$ cat config.mk
export PLATFORM = sky130hd
export DESIGN_NAME = blit2d_engine
export DESIGN_NICKNAME = d
export VERILOG_FILES = /design/src/rtl/blit2d_pkg.sv /design/src/rtl/blit2d_setup.sv /design/src/rtl/blit2d_walker.sv /design/src/rtl/blit2d_engine.sv
export SDC_FILE = /design/constraint.sdc
export NUM_CORES = 2
export LEC_CHECK = 0
export ABC_CLOCK_PERIOD_IN_PS = 5450
export BUFFER_PORTS_ARGS = -buffer_cell sky130_fd_sc_hd__buf_4
export CAP_MARGIN = 20
export CORE_AREA = 2 2 444 446
export DETAILED_ROUTE_END_ITERATION = 10
export DIE_AREA = 0 0 446 448
export REMOVE_ABC_BUFFERS = 1
export SETUP_SLACK_MARGIN = 0.3
export SLEW_MARGIN = 0
export SYNTH_ARGS = -nofsm -noshare
export SYNTH_HDL_FRONTEND = slang
export SYNTH_SLANG_ARGS = --single-unit
export TNS_END_PERCENT = 5
$ cat constraint.sdc
create_clock -name clk -period 5.45 [get_ports clk]
set_input_delay 0.545 -clock clk [delete_from_list [all_inputs] [get_ports clk]]
set_output_delay 0.545 -clock clk [all_outputs]
set_load 0.02 [all_outputs]
$ cat src/rtl/blit2d_pkg.sv
`timescale 1ns/1ps
package blit2d_pkg;

  typedef enum logic [1:0] {
    OP_NONE,
    OP_COPY,
    OP_FILL
  } op_kind_t;

  localparam logic [7:0] ROP_SRC_COPY = 8'hCC;
  localparam logic [7:0] ROP_PAT_COPY = 8'hF0;
  localparam logic [7:0] ROP_BLACK    = 8'h00;
  localparam logic [7:0] ROP_WHITE    = 8'hFF;

  // bytes per pixel from the data-type code, 0 marks an unusable code
  function automatic logic [2:0] px_bytes(input logic [3:0] code);
    case (code)
      4'd2:       return 3'd1;
      4'd3, 4'd4: return 3'd2;
      4'd5:       return 3'd3;
      4'd6:       return 3'd4;
      default:    return 3'd0;
    endcase
  endfunction

endpackage

$ cat src/rtl/blit2d_setup.sv
`timescale 1ns/1ps
module blit2d_setup
  import blit2d_pkg::*;
#(
  parameter int COORD_W   = 12,
  parameter int PITCH_W   = 14,
  parameter int OFS_W     = 24,
  parameter int CALC_W    = 54,
  parameter int MEM_WORDS = 1024
) (
  input  logic [7:0]         rop,
  input  logic [3:0]         dtype,
  input  logic               ltr,
  input  logic               ttb,
  input  logic               own,
  input  logic [COORD_W-1:0] src_x,
  input  logic [COORD_W-1:0] src_y,
  input  logic [COORD_W-1:0] dst_x,
  input  logic [COORD_W-1:0] dst_y,
  input  logic [COORD_W-1:0] width,
  input  logic [COORD_W-1:0] height,
  input  logic [PITCH_W-1:0] src_pitch,
  input  logic [PITCH_W-1:0] dst_pitch,
  input  logic [PITCH_W-1:0] def_pitch,
  input  logic [OFS_W-1:0]   src_ofs,
  input  logic [OFS_W-1:0]   dst_ofs,
  input  logic [OFS_W-1:0]   def_ofs,
  input  logic [31:0]        brush,
  input  logic [23:0]        pal0,
  input  logic [23:0]        pal1,
  output op_kind_t           kind,
  output logic [2:0]         bpb,
  output logic [31:0]        colour,
  output logic [CALC_W-1:0]  dst_org,
  output logic [CALC_W-1:0]  src_org,
  output logic [CALC_W-1:0]  dpitch,
  output logic [CALC_W-1:0]  spitch,
  output logic [CALC_W-1:0]  row_bytes,
  output logic [CALC_W-1:0]  rows,
  output logic               reject,
  output logic               empty,
  output logic [COORD_W-1:0] new_x,
  output logic [COORD_W-1:0] new_y
);
  localparam logic [CALC_W-1:0] LIMIT = CALC_W'(MEM_WORDS) << 2;
  localparam logic [CALC_W-1:0] ONE   = CALC_W'(1);

  logic [CALC_W-1:0] w_c, h_c, bpb_c, d_left, d_top, s_left, s_top, d_base, s_base;
  logic              d_out, s_out;

  always_comb begin
    case (rop)
      ROP_SRC_COPY: begin kind = OP_COPY; colour = brush;          end
      ROP_PAT_COPY: begin kind = OP_FILL; colour = brush;          end
      ROP_BLACK:    begin kind = OP_FILL; colour = {8'hFF, pal0};  end
      ROP_WHITE:    begin kind = OP_FILL; colour = {8'hFF, pal1};  end
      default:      begin kind = OP_NONE; colour = brush;          end
    endcase
  end

  assign bpb       = px_bytes(dtype);
  assign w_c       = CALC_W'(width);
  assign h_c       = CALC_W'(height);
  assign bpb_c     = CALC_W'(bpb);
  assign row_bytes = w_c * bpb_c;
  assign rows      = h_c;

  // far-edge coordinates are turned into left/top edges
  assign d_left = ltr ? CALC_W'(dst_x) : CALC_W'(dst_x) + ONE - w_c;
  assign d_top  = ttb ? CALC_W'(dst_y) : CALC_W'(dst_y) + ONE - h_c;
  assign s_left = ltr ? CALC_W'(src_x) : CALC_W'(src_x) + ONE - w_c;
  assign s_top  = ttb ? CALC_W'(src_y) : CALC_W'(src_y) + ONE - h_c;

  assign dpitch = CALC_W'(own ? dst_pitch : def_pitch);
  assign spitch = CALC_W'(own ? src_pitch : def_pitch);
  assign d_base = CALC_W'(own ? dst_ofs : def_ofs);
  assign s_base = CALC_W'(own ? src_ofs : def_ofs);

  assign dst_org = d_base + d_top * dpitch + d_left * bpb_c;
  assign src_org = s_base + s_top * spitch + s_left * bpb_c;

  assign d_out = (d_base >= LIMIT) || (d_base + (d_top + h_c) * dpitch >= LIMIT);
  assign s_out = (s_base >= LIMIT) || (s_base + (s_top + h_c) * spitch >= LIMIT);

  assign reject = (kind == OP_NONE) || (bpb == 3'd0) || d_out ||
                  ((kind == OP_COPY) && s_out);
  assign empty  = (width == '0) || (height == '0);
  assign new_x  = dst_x + ((kind == OP_COPY) ? width : '0);
  assign new_y  = dst_y + height;

endmodule

$ cat src/rtl/blit2d_walker.sv
`timescale 1ns/1ps
module blit2d_walker #(
  parameter int CALC_W = 54
) (
  input  logic              clk,
  input  logic              rst_n,
  input  logic              load,
  input  logic              adv,
  input  logic              fwd_x,
  input  logic              fwd_y,
  input  logic [CALC_W-1:0] row_bytes,
  input  logic [CALC_W-1:0] rows,
  input  logic [2:0]        bpb,
  output logic [CALC_W-1:0] col,
  output logic [CALC_W-1:0] row,
  output logic [1:0]        sub,
  output logic              last
);
  localparam logic [CALC_W-1:0] ONE = CALC_W'(1);

  logic              fx, fy, act;
  logic [CALC_W-1:0] rb, nr;
  logic [1:0]        sub_top;
  logic              row_end;

  assign sub_top = 2'(bpb_q - 3'd1);
  assign row_end = fx ? (col == rb - ONE) : (col == '0);
  assign last    = row_end && (fy ? (row == nr - ONE) : (row == '0));

  logic [2:0] bpb_q;

  always_ff @(posedge clk or negedge rst_n) begin
    if (!rst_n) begin
      fx <= 1'b1; fy <= 1'b1; act <= 1'b0;
      rb <= '0; nr <= '0; bpb_q <= 3'd1;
      col <= '0; row <= '0; sub <= '0;
    end else if (load) begin
      fx    <= fwd_x;
      fy    <= fwd_y;
      rb    <= row_bytes;
      nr    <= rows;
      bpb_q <= bpb;
      act   <= 1'b1;
      col   <= fwd_x ? '0 : row_bytes - ONE;
      row   <= fwd_y ? '0 : rows - ONE;
      sub   <= fwd_x ? 2'd0 : 2'(bpb - 3'd1);
    end else if (adv) begin
      if (last) act <= 1'b0;
      if (row_end) begin
        col <= fx ? '0 : rb - ONE;
        sub <= fx ? 2'd0 : sub_top;
        row <= fy ? row + ONE : row - ONE;
      end else begin
        col <= fx ? col + ONE : col - ONE;
        if (fx) sub <= (sub == sub_top) ? 2'd0 : sub + 2'd1;
        else    sub <= (sub == 2'd0) ? sub_top : sub - 2'd1;
      end
    end
  end

  AST_WALK_INSIDE: assert property (@(posedge clk) disable iff (!rst_n)
    act |-> (col < rb) && (row < nr));

endmodule

$ cat src/rtl/blit2d_engine.sv
`timescale 1ns/1ps
module blit2d_engine
  import blit2d_pkg::*;
#(
  parameter int COORD_W   = 12,
  parameter int PITCH_W   = 14,
  parameter int OFS_W     = 24,
  parameter int MEM_WORDS = 1024,
  localparam int WADDR_W  = $clog2(MEM_WORDS)
) (
  input  logic               clk,
  input  logic               rst_n,
  input  logic               start,
  input  logic [7:0]         cfg_rop,
  input  logic [3:0]         cfg_dtype,
  input  logic               cfg_ltr,
  input  logic               cfg_ttb,
  input  logic               cfg_own_pitch,
  input  logic [COORD_W-1:0] cfg_src_x,
  input  logic [COORD_W-1:0] cfg_src_y,
  input  logic [COORD_W-1:0] cfg_dst_x,
  input  logic [COORD_W-1:0] cfg_dst_y,
  input  logic [COORD_W-1:0] cfg_width,
  input  logic [COORD_W-1:0] cfg_height,
  input  logic [PITCH_W-1:0] cfg_src_pitch,
  input  logic [PITCH_W-1:0] cfg_dst_pitch,
  input  logic [PITCH_W-1:0] cfg_def_pitch,
  input  logic [OFS_W-1:0]   cfg_src_ofs,
  input  logic [OFS_W-1:0]   cfg_dst_ofs,
  input  logic [OFS_W-1:0]   cfg_def_ofs,
  input  logic [31:0]        cfg_brush,
  input  logic [23:0]        cfg_pal0,
  input  logic [23:0]        cfg_pal1,
  output logic               busy,
  output logic               done,
  output logic               err,
  output logic               upd_we,
  output logic [COORD_W-1:0] upd_dst_x,
  output logic [COORD_W-1:0] upd_dst_y,
  output logic               mem_en,
  output logic               mem_we,
  output logic [3:0]         mem_be,
  output logic [WADDR_W-1:0] mem_addr,
  output logic [31:0]        mem_wdata,
  input  logic [31:0]        mem_rdata
);
  localparam int CALC_W = OFS_W + COORD_W + PITCH_W + 4;
  localparam int ADDR_W = WADDR_W + 2;

  typedef enum logic [1:0] {S_IDLE, S_RUN, S_WR, S_FIN} state_t;

  state_t             state;
  op_kind_t           kind, kind_q;
  logic [2:0]         bpb;
  logic [31:0]        colour, colour_q;
  logic [CALC_W-1:0]  dst_org, src_org, dpitch, spitch, row_bytes, rows;
  logic [CALC_W-1:0]  dorg_q, sorg_q, dp_q, sp_q;
  logic               reject, empty, err_q;
  logic [COORD_W-1:0] new_x, new_y, updx_q, updy_q;
  logic [CALC_W-1:0]  w_col, w_row;
  logic [1:0]         w_sub, sel_q;
  logic               w_last, w_load, w_adv;
  logic [ADDR_W-1:0]  dbyte, sbyte;
  logic [7:0]         fill_byte, copy_byte;

  blit2d_setup #(
    .COORD_W(COORD_W), .PITCH_W(PITCH_W), .OFS_W(OFS_W),
    .CALC_W(CALC_W), .MEM_WORDS(MEM_WORDS)
  ) setup_i (
    .rop(cfg_rop), .dtype(cfg_dtype), .ltr(cfg_ltr), .ttb(cfg_ttb),
    .own(cfg_own_pitch),
    .src_x(cfg_src_x), .src_y(cfg_src_y), .dst_x(cfg_dst_x), .dst_y(cfg_dst_y),
    .width(cfg_width), .height(cfg_height),
    .src_pitch(cfg_src_pitch), .dst_pitch(cfg_dst_pitch), .def_pitch(cfg_def_pitch),
    .src_ofs(cfg_src_ofs), .dst_ofs(cfg_dst_ofs), .def_ofs(cfg_def_ofs),
    .brush(cfg_brush), .pal0(cfg_pal0), .pal1(cfg_pal1),
    .kind(kind), .bpb(bpb), .colour(colour),
    .dst_org(dst_org), .src_org(src_org), .dpitch(dpitch), .spitch(spitch),
    .row_bytes(row_bytes), .rows(rows),
    .reject(reject), .empty(empty), .new_x(new_x), .new_y(new_y)
  );

  assign w_load = (state == S_IDLE) && start && !reject && !empty;
  assign w_adv  = ((state == S_RUN) && (kind_q == OP_FILL)) || (state == S_WR);

  blit2d_walker #(.CALC_W(CALC_W)) walk_i (
    .clk(clk), .rst_n(rst_n), .load(w_load), .adv(w_adv),
    .fwd_x(cfg_ltr), .fwd_y(cfg_ttb),
    .row_bytes(row_bytes), .rows(rows), .bpb(bpb),
    .col(w_col), .row(w_row), .sub(w_sub), .last(w_last)
  );

  assign dbyte     = ADDR_W'(dorg_q + w_row * dp_q + w_col);
  assign sbyte     = ADDR_W'(sorg_q + w_row * sp_q + w_col);
  assign fill_byte = colour_q[8*w_sub +: 8];
  assign copy_byte = mem_rdata[8*sel_q +: 8];

  always_ff @(posedge clk or negedge rst_n) begin
    if (!rst_n) begin
      state    <= S_IDLE;
      kind_q   <= OP_NONE;
      colour_q <= '0;
      dorg_q   <= '0; sorg_q <= '0; dp_q <= '0; sp_q <= '0;
      err_q    <= 1'b0;
      updx_q   <= '0; updy_q <= '0;
      sel_q    <= '0;
    end else begin
      case (state)
        S_IDLE: if (start) begin
          kind_q   <= kind;
          colour_q <= colour;
          dorg_q   <= dst_org; sorg_q <= src_org;
          dp_q     <= dpitch;  sp_q   <= spitch;
          updx_q   <= new_x;   updy_q <= new_y;
          err_q    <= reject;
          state    <= (reject || empty) ? S_FIN : S_RUN;
        end
        S_RUN: begin
          if (kind_q == OP_COPY) begin
            sel_q <= sbyte[1:0];
            state <= S_WR;
          end else if (w_last) begin
            state <= S_FIN;
          end
        end
        S_WR:    state <= w_last ? S_FIN : S_RUN;
        default: state <= S_IDLE;
      endcase
    end
  end

  always_comb begin
    mem_en    = 1'b0;
    mem_we    = 1'b0;
    mem_be    = 4'b0000;
    mem_addr  = dbyte[ADDR_W-1:2];
    mem_wdata = {4{fill_byte}};
    case (state)
      S_RUN: begin
        mem_en = 1'b1;
        if (kind_q == OP_FILL) begin
          mem_we = 1'b1;
          mem_be = 4'b0001 << dbyte[1:0];
        end else begin
          mem_addr = sbyte[ADDR_W-1:2];
        end
      end
      S_WR: begin
        mem_en    = 1'b1;
        mem_we    = 1'b1;
        mem_be    = 4'b0001 << dbyte[1:0];
        mem_wdata = {4{copy_byte}};
      end
      default: ;
    endcase
  end

  assign busy      = (state != S_IDLE);
  assign done      = (state == S_FIN);
  assign err       = err_q;
  assign upd_we    = done && !err_q;
  assign upd_dst_x = updx_q;
  assign upd_dst_y = updy_q;

  AST_DONE_SINGLE: assert property (@(posedge clk) disable iff (!rst_n)
    done |=> !done);
  AST_BUSY_FROM_START: assert property (@(posedge clk) disable iff (!rst_n)
    $rose(busy) |-> $past(start));
  AST_IDLE_NO_ACCESS: assert property (@(posedge clk) disable iff (!rst_n)
    !busy |-> !mem_en);
  AST_ONE_LANE: assert property (@(posedge clk) disable iff (!rst_n)
    (mem_en && mem_we) |-> ($countones(mem_be) == 1));
  AST_REFUSED_NO_WRITE: assert property (@(posedge clk) disable iff (!rst_n)
    (busy && err_q) |-> !mem_we);
  AST_ERR_HELD: assert property (@(posedge clk) disable iff (!rst_n)
    (!busy && !start) |=> $stable(err));

endmodule

* Word-level counts from Yosys, hierarchy flattened *
Index checks and enable logic that the tools add are counted.

operators by class
  $add $sub $neg = 34
  multiply operators = 9
  $lt $le $gt $ge = 4
  eq/ne operators = 19
  shift operators = 3
  muxes and demuxes = 47
  reductions and logical operators = 37

operators by type and width
  operator                                                                               number
  54-bit 2-to-1 mux                                                                      15
  54-bit by 12-bit subtractor with 54-bit output                                         4
  54-bit by 1-bit subtractor with 54-bit output, second input constant                   3
  12-bit adder                                                                           10
  24-bit by 54-bit adder with 54-bit output                                              2
  54-bit by 1-bit adder with 54-bit output, second input constant                        2
  54-bit by 12-bit adder with 54-bit output                                              2
  54-bit equality test                                                                   2
  54-bit by 13-bit greater-or-equal comparator with 1-bit output, second input constant  2
  54-bit logical NOT                                                                     2
  54-bit by 14-bit multiplier with 12-bit output                                         2
  54-bit by 3-bit multiplier with 12-bit output                                          2
  54-bit by 54-bit multiplier with 12-bit output                                         2
  54-bit by 54-bit multiplier with 54-bit output                                         2
  32-bit one-hot mux with 2 select lines                                                 1
  32-bit by 6-bit variable part select with 8-bit output                                 2
  12-bit by 1-bit adder with 13-bit output, second input constant                        4
  24-bit by 13-bit greater-or-equal comparator with 1-bit output, second input constant  2
  24-bit 2-to-1 mux                                                                      2
  32-bit 2-to-1 mux                                                                      1
  14-bit 2-to-1 mux                                                                      2
  2-bit 2-to-1 mux                                                                       13
  12-bit by 1-bit subtractor with 13-bit output, second input constant                   2
  8-bit equality test, second input constant                                             3
  other kinds (32)                                                                       69

storage, ports and cells
  register bits = 375
  input bits = 316
  output and inout bits = 76

* Longest topological paths before layout *
  word-level depth = 15
  gate-level depth with buffers = 54
  gate-level depth less buffers = 48

* Cells and area by module *
Synthesis repeated with hierarchy kept, for this count alone.

second synthesis, totals
  cell total of the unflattened synthesis = 11762
  area total of the unflattened synthesis = 101153.3 µm²

modules (own cells, without submodules)
  module         instances  cells each  area an instance (µm²)
  blit2d_setup   1          8059        68341.8
  blit2d_walker  1          2697        22117.5
  blit2d_engine  1          1006        10694.0

* Least setup slack after synthesis *
OpenSTA, ideal clock, no wires.

  path kind = in2reg
  from = in cfg_src_y[0]
  to = reg walk_i.rb[10]
  library setup time = 0.125 ns
  arrival = 11.738 ns
  setup slack = -6.413 ns
  stages on the path = 47
  buffers on the path = 5
  cells stage by stage = ha_1 nand2_1 nor2_1 xor2_1 ha_1 nor3_1 nand2b_1 o21ai_1 a21oi_1 o21a_1 o31ai_1 ha_1 nor2b_1 nor4_1 nor2b_1 nor3_1 nand2_1 and2_1 [... 11 more ...] inv_1 ha_1 clkbuf_1 o21ai_0 a21oi_1 o211ai_1 or4_1 a21oi_1 o21ai_1 o221ai_1 a31oi_1 xnor2_1 or4_1 o41a_1 nor4b_2 buf_4 buf_6 mux2_2

on the way
  longest elaborated chain between the ends = 13

RTL lines
  item                                                              RTL line             text
  from (decl)                                                       blit2d_engine.sv:20  input logic [COORD_W-1:0] cfg_src_y,
  12-bit by 1-bit adder with 13-bit output                          blit2d_setup.sv:72   assign s_top = ttb ? CALC_W'(src_y) : CALC_W'(src_y) + ONE - h_c;
  54-bit by 12-bit subtractor with 54-bit output                    blit2d_setup.sv:72
  54-bit 2-to-1 mux *                                               blit2d_setup.sv:72
  54-bit by 12-bit adder with 54-bit output *                       blit2d_setup.sv:83   assign s_out = (s_base >= LIMIT) || (s_base + (s_top + h_c) * spitch >= LIMIT);
  54-bit by 54-bit multiplier with 54-bit output *                  blit2d_setup.sv:83
  24-bit by 54-bit adder with 54-bit output *                       blit2d_setup.sv:83
  54-bit by 13-bit greater-or-equal comparator with 1-bit output *  blit2d_setup.sv:83
  1-bit logical OR *                                                blit2d_setup.sv:83
  1-bit logical AND *                                               blit2d_setup.sv:86   ((kind == OP_COPY) && s_out);
  1-bit logical OR *                                                blit2d_setup.sv:85   assign reject = (kind == OP_NONE) || (bpb == 3'd0) || d_out ||
  1-bit logical NOT *                                               blit2d_engine.sv:83  assign w_load = (state == S_IDLE) && start && !reject && !empty;
  1-bit logical AND * (2 in series)                                 blit2d_engine.sv:83
  to (signal assigned)                                              blit2d_walker.sv:40  rb <= row_bytes;
  to (decl)                                                         blit2d_walker.sv:22  logic [CALC_W-1:0] rb, nr;

Every way passes the cells marked *; elsewhere a longest branch is shown, timed or not.
A chain may end at the register's enable or synchronous reset.

* Final worst setup path *
  from = in cfg_src_y[1]
  to = reg walk_i.nr[11]

on the way
  longest elaborated chain between the ends = 13

RTL lines
  item                                                              RTL line             text
  12-bit by 1-bit adder with 13-bit output                          blit2d_setup.sv:72
  54-bit by 12-bit subtractor with 54-bit output                    blit2d_setup.sv:72
  54-bit 2-to-1 mux *                                               blit2d_setup.sv:72
  54-bit by 12-bit adder with 54-bit output *                       blit2d_setup.sv:83
  54-bit by 54-bit multiplier with 54-bit output *                  blit2d_setup.sv:83
  24-bit by 54-bit adder with 54-bit output *                       blit2d_setup.sv:83
  54-bit by 13-bit greater-or-equal comparator with 1-bit output *  blit2d_setup.sv:83
  1-bit logical OR *                                                blit2d_setup.sv:83
  1-bit logical AND *                                               blit2d_setup.sv:86
  1-bit logical OR *                                                blit2d_setup.sv:85
  1-bit logical NOT *                                               blit2d_engine.sv:83
  1-bit logical AND * (2 in series)                                 blit2d_engine.sv:83
  to (signal assigned)                                              blit2d_walker.sv:41  nr <= rows;
  to (decl)                                                         blit2d_walker.sv:22

Marked as above.

==> qor.csv <==
metric,value,unit
failing checks,negative setup slack,
fin crit share,2.09,
Max-Cap Viols,0,
RSZ-0062 raised after global routing,yes,
cell area after synthesis,0.0776,mm²
largest net degree at the start of global routing,163,
Pre-antenna DRT Iters,6,
core area,0.195,mm²
predominant post-synthesis flop cell,dfrtp_1,
CTS Sinks,252,
Worst Hold Class,primary input to register,
drt drc,0,
synthesized flop and latch total,252,
"most used cell, CP",buf_4,
multi-input logic area,0.0654,mm²
share of layout cells above drive strength 1,0.244,
fraction of registers with async set/reset,1.00,
Startpoint Class,primary input,
Placed Cells,13500,
TritonCTS buffer count,30,
DR vias,71200,
TritonCTS clock tree,done,
Yosys cell types,93,
final setup TNS,-855.95,ns
die area,0.200,mm²
"delay-heaviest family, CP",adder cells,
WP data arrival,11.90,ns
antenna violations before repair,14,
WL final,297,mm
cell count after synthesis,9370,
Final min period,11.38,ns
Die H,448,µm
root buf cell,clkbuf_16,
Ys Warns,0,
initial drt markers,5187,
Non-Filler Instances,13700,
std cell rows,162,
PortBufs,391,
hold worst-path end,colour_q[28]$_DFFE_PN0P_,
final HPWL from detailed placement,255,mm
CTS H-Tree Depth,1,
worst setup margin,-5.93,ns
Hold WS,0.168,ns
Die W,446,µm
CP max FO,7,
FF+latch area,0.00632,mm²
clk_lat worst skew,0.65,ns
r2r startpoint,walk_i.fx$_DFFE_PN1P_,
wire per inst,21.7,µm
"most common cell after layout, fill and taps aside",buf_4,
Crit-path slowest cell,fa_2,
first-pass GRT wire length,449,mm
number of synthesized flops with an enable pin,0,
Setup crit end kind,register,
worst hold path startpoint,cfg_brush[28],
Routability Congestion,0.997,
Layout fillers,18400,
nets,13400,
vias in the first global route,74200,
r2r setup slk,0.46,ns
Final Hold Fails,0,
Reg-to-Reg End,walk_i.col[50]$_DFFE_PN0P_,
hold depth,3,
status,"finished, violations left",
CP peak stage delay,0.62,ns
Area Overhead vs Synth,29.5,%
worst path bufs/invs,19,
Initial Util,0.399,
Worst Tran Pin Value,1.19,ns
Crit path depth,53,
total grt overflow,0,
IO Count,392,
Rel. slew slack,0.202,
DR vias/cell,5.21,
worst setup path class,primary input to register,
Fmax,87.9,MHz
FF-to-FF path depth,18,
antenna-violating nets left,0,
Post-Route Skew,0.0637,ns
clock tree buffer depth,3,
# setup viols final,167,
WP data required,5.97,ns
"commonest cells after routing, fill and taps aside","buf_4, inv_1, fa_1",
sequential cell area fraction in the yosys report,0.0813,
Global Route Usage Sum,0.296,
"Avg Cell Area, Syn",8.28,µm²
Max Slew Vio Count,0,
"CTS clk-pin slew, worst paths",0.07,ns
-- per-stage QoR --
step | utilization | area (µm²) | setup WS, ns
floorplan | - | 75900 | -16.92
global placement | 0.493 | 95800 | -7.11
detailed placement | 0.493 | 95800 | -7.26
CTS | 0.503 | 97900 | -6.04
global route | 0.516 | 100000 | -6.22
finish | 0.516 | 100000 | -5.93
-- registers in the layout (all words and copies together) (netlist names) --
signal	flops
colour_q	32
dorg_q	12
dp_q	12
err	1
kind_q	2
sel_q	2
sorg_q	12
sp_q	12
state	2
upd_dst_x	12
upd_dst_y	12
walk_i.bpb_q	2
walk_i.col	54
walk_i.fx	1
walk_i.fy	1
walk_i.nr	12
walk_i.rb	15
walk_i.row	54
walk_i.sub	2
-- layout make-up --
| class | count | area share |
|---|---|---|
| antenna | 7 | 0.000174 |
| sequential | 252 | 0.0629 |
| clock buffer | 33 | 0.00788 |
| tap | 2542 | 0.0317 |
| clock inverter | 22 | 0.00194 |
| inverter | 1822 | 0.0681 |
| timing repair buffer | 2097 | 0.177 |
| multi-input combinational | 6886 | 0.651 |
-- kinds of logic after synthesis --
group	count (synthesis)	synth area share
compound gates	1448	0.115
mux	99	0.0163
xor+xnor	534	0.0608
flops	252	0.0813
buf+inv	2232	0.110
simple gates	2813	0.160
fa+ha+maj	1992	0.456
-- Yosys cell counts, drive strengths merged (31+ instances only) --
| master | instances | area [µm²] |
|---|---|---|
| or3 | 31 | 194 |
| nor2 | 790 | 2970 |
| and3 | 31 | 194 |
| nor2b | 65 | 407 |
| mux2 | 56 | 634 |
| nor4 | 62 | 388 |
| dfrtp | 249 | 6230 |
| nand2 | 1261 | 4740 |
| ha | 599 | 7490 |
| inv | 1819 | 6830 |
| nand4 | 69 | 438 |
| fa | 1393 | 27900 |
| o221ai | 32 | 280 |
| nand3 | 95 | 475 |
| xor2 | 162 | 1420 |
| a31oi | 35 | 219 |
| buf | 74 | 460 |
| xnor2 | 369 | 3230 |
| a21oi | 462 | 2310 |
| o21ai | 402 | 2010 |
| nor3 | 67 | 335 |
| o21bai | 71 | 533 |
| o211ai | 35 | 263 |
| nand2b | 141 | 882 |
| clkbuf | 336 | 1270 |
| and2 | 131 | 820 |
| a21o | 134 | 1010 |
| o21a | 53 | 398 |
-- worst min-delay path: cells and delay by family --
kind / cells / cell delay (ns)
AO/OA/AOI/OAI: 1 / 0.12
AND/OR/NAND/NOR: 1 / 0.03
buffers and inverters: 1 / 0.08
-- metal layers --
metal,vias up,track usage,part of all wire
met3,615,0.0419,0.068
met2,2477,0.478,0.46
li1,32800,-,-
met1,35300,0.373,0.39
met4,12,0.188,0.080
met5,-,0,0.00027
-- how the worst max path moves through the flow --
stage	end	startpoint
floorplan	walk_i.col[15]$_DFFE_PN0P_	cfg_dst_y[0]
global placement	walk_i.rb[10]$_DFFE_PN0P_	cfg_src_y[0]
detailed placement	walk_i.rb[9]$_DFFE_PN0P_	cfg_src_y[0]
CTS	walk_i.rb[9]$_DFFE_PN0P_	cfg_src_y[1]
global route	walk_i.nr[11]$_DFFE_PN0P_	cfg_src_y[1]
finish	walk_i.nr[11]$_DFFE_PN0P_	cfg_src_y[1]
-- timing repair --
item                                    4_1_cts  5_1_grt
setup buffers                                15       57
hold buffers                                  1        0
resized for setup                           209      425
pin swaps                                    69      199
cloned                                        3        7
endpoints found under the setup margin      170      170
hold endpoints to repair                     57        0
Power is not shown: default switching activity piles up to over one toggle a cycle in this logic, so the estimate is an artifact.
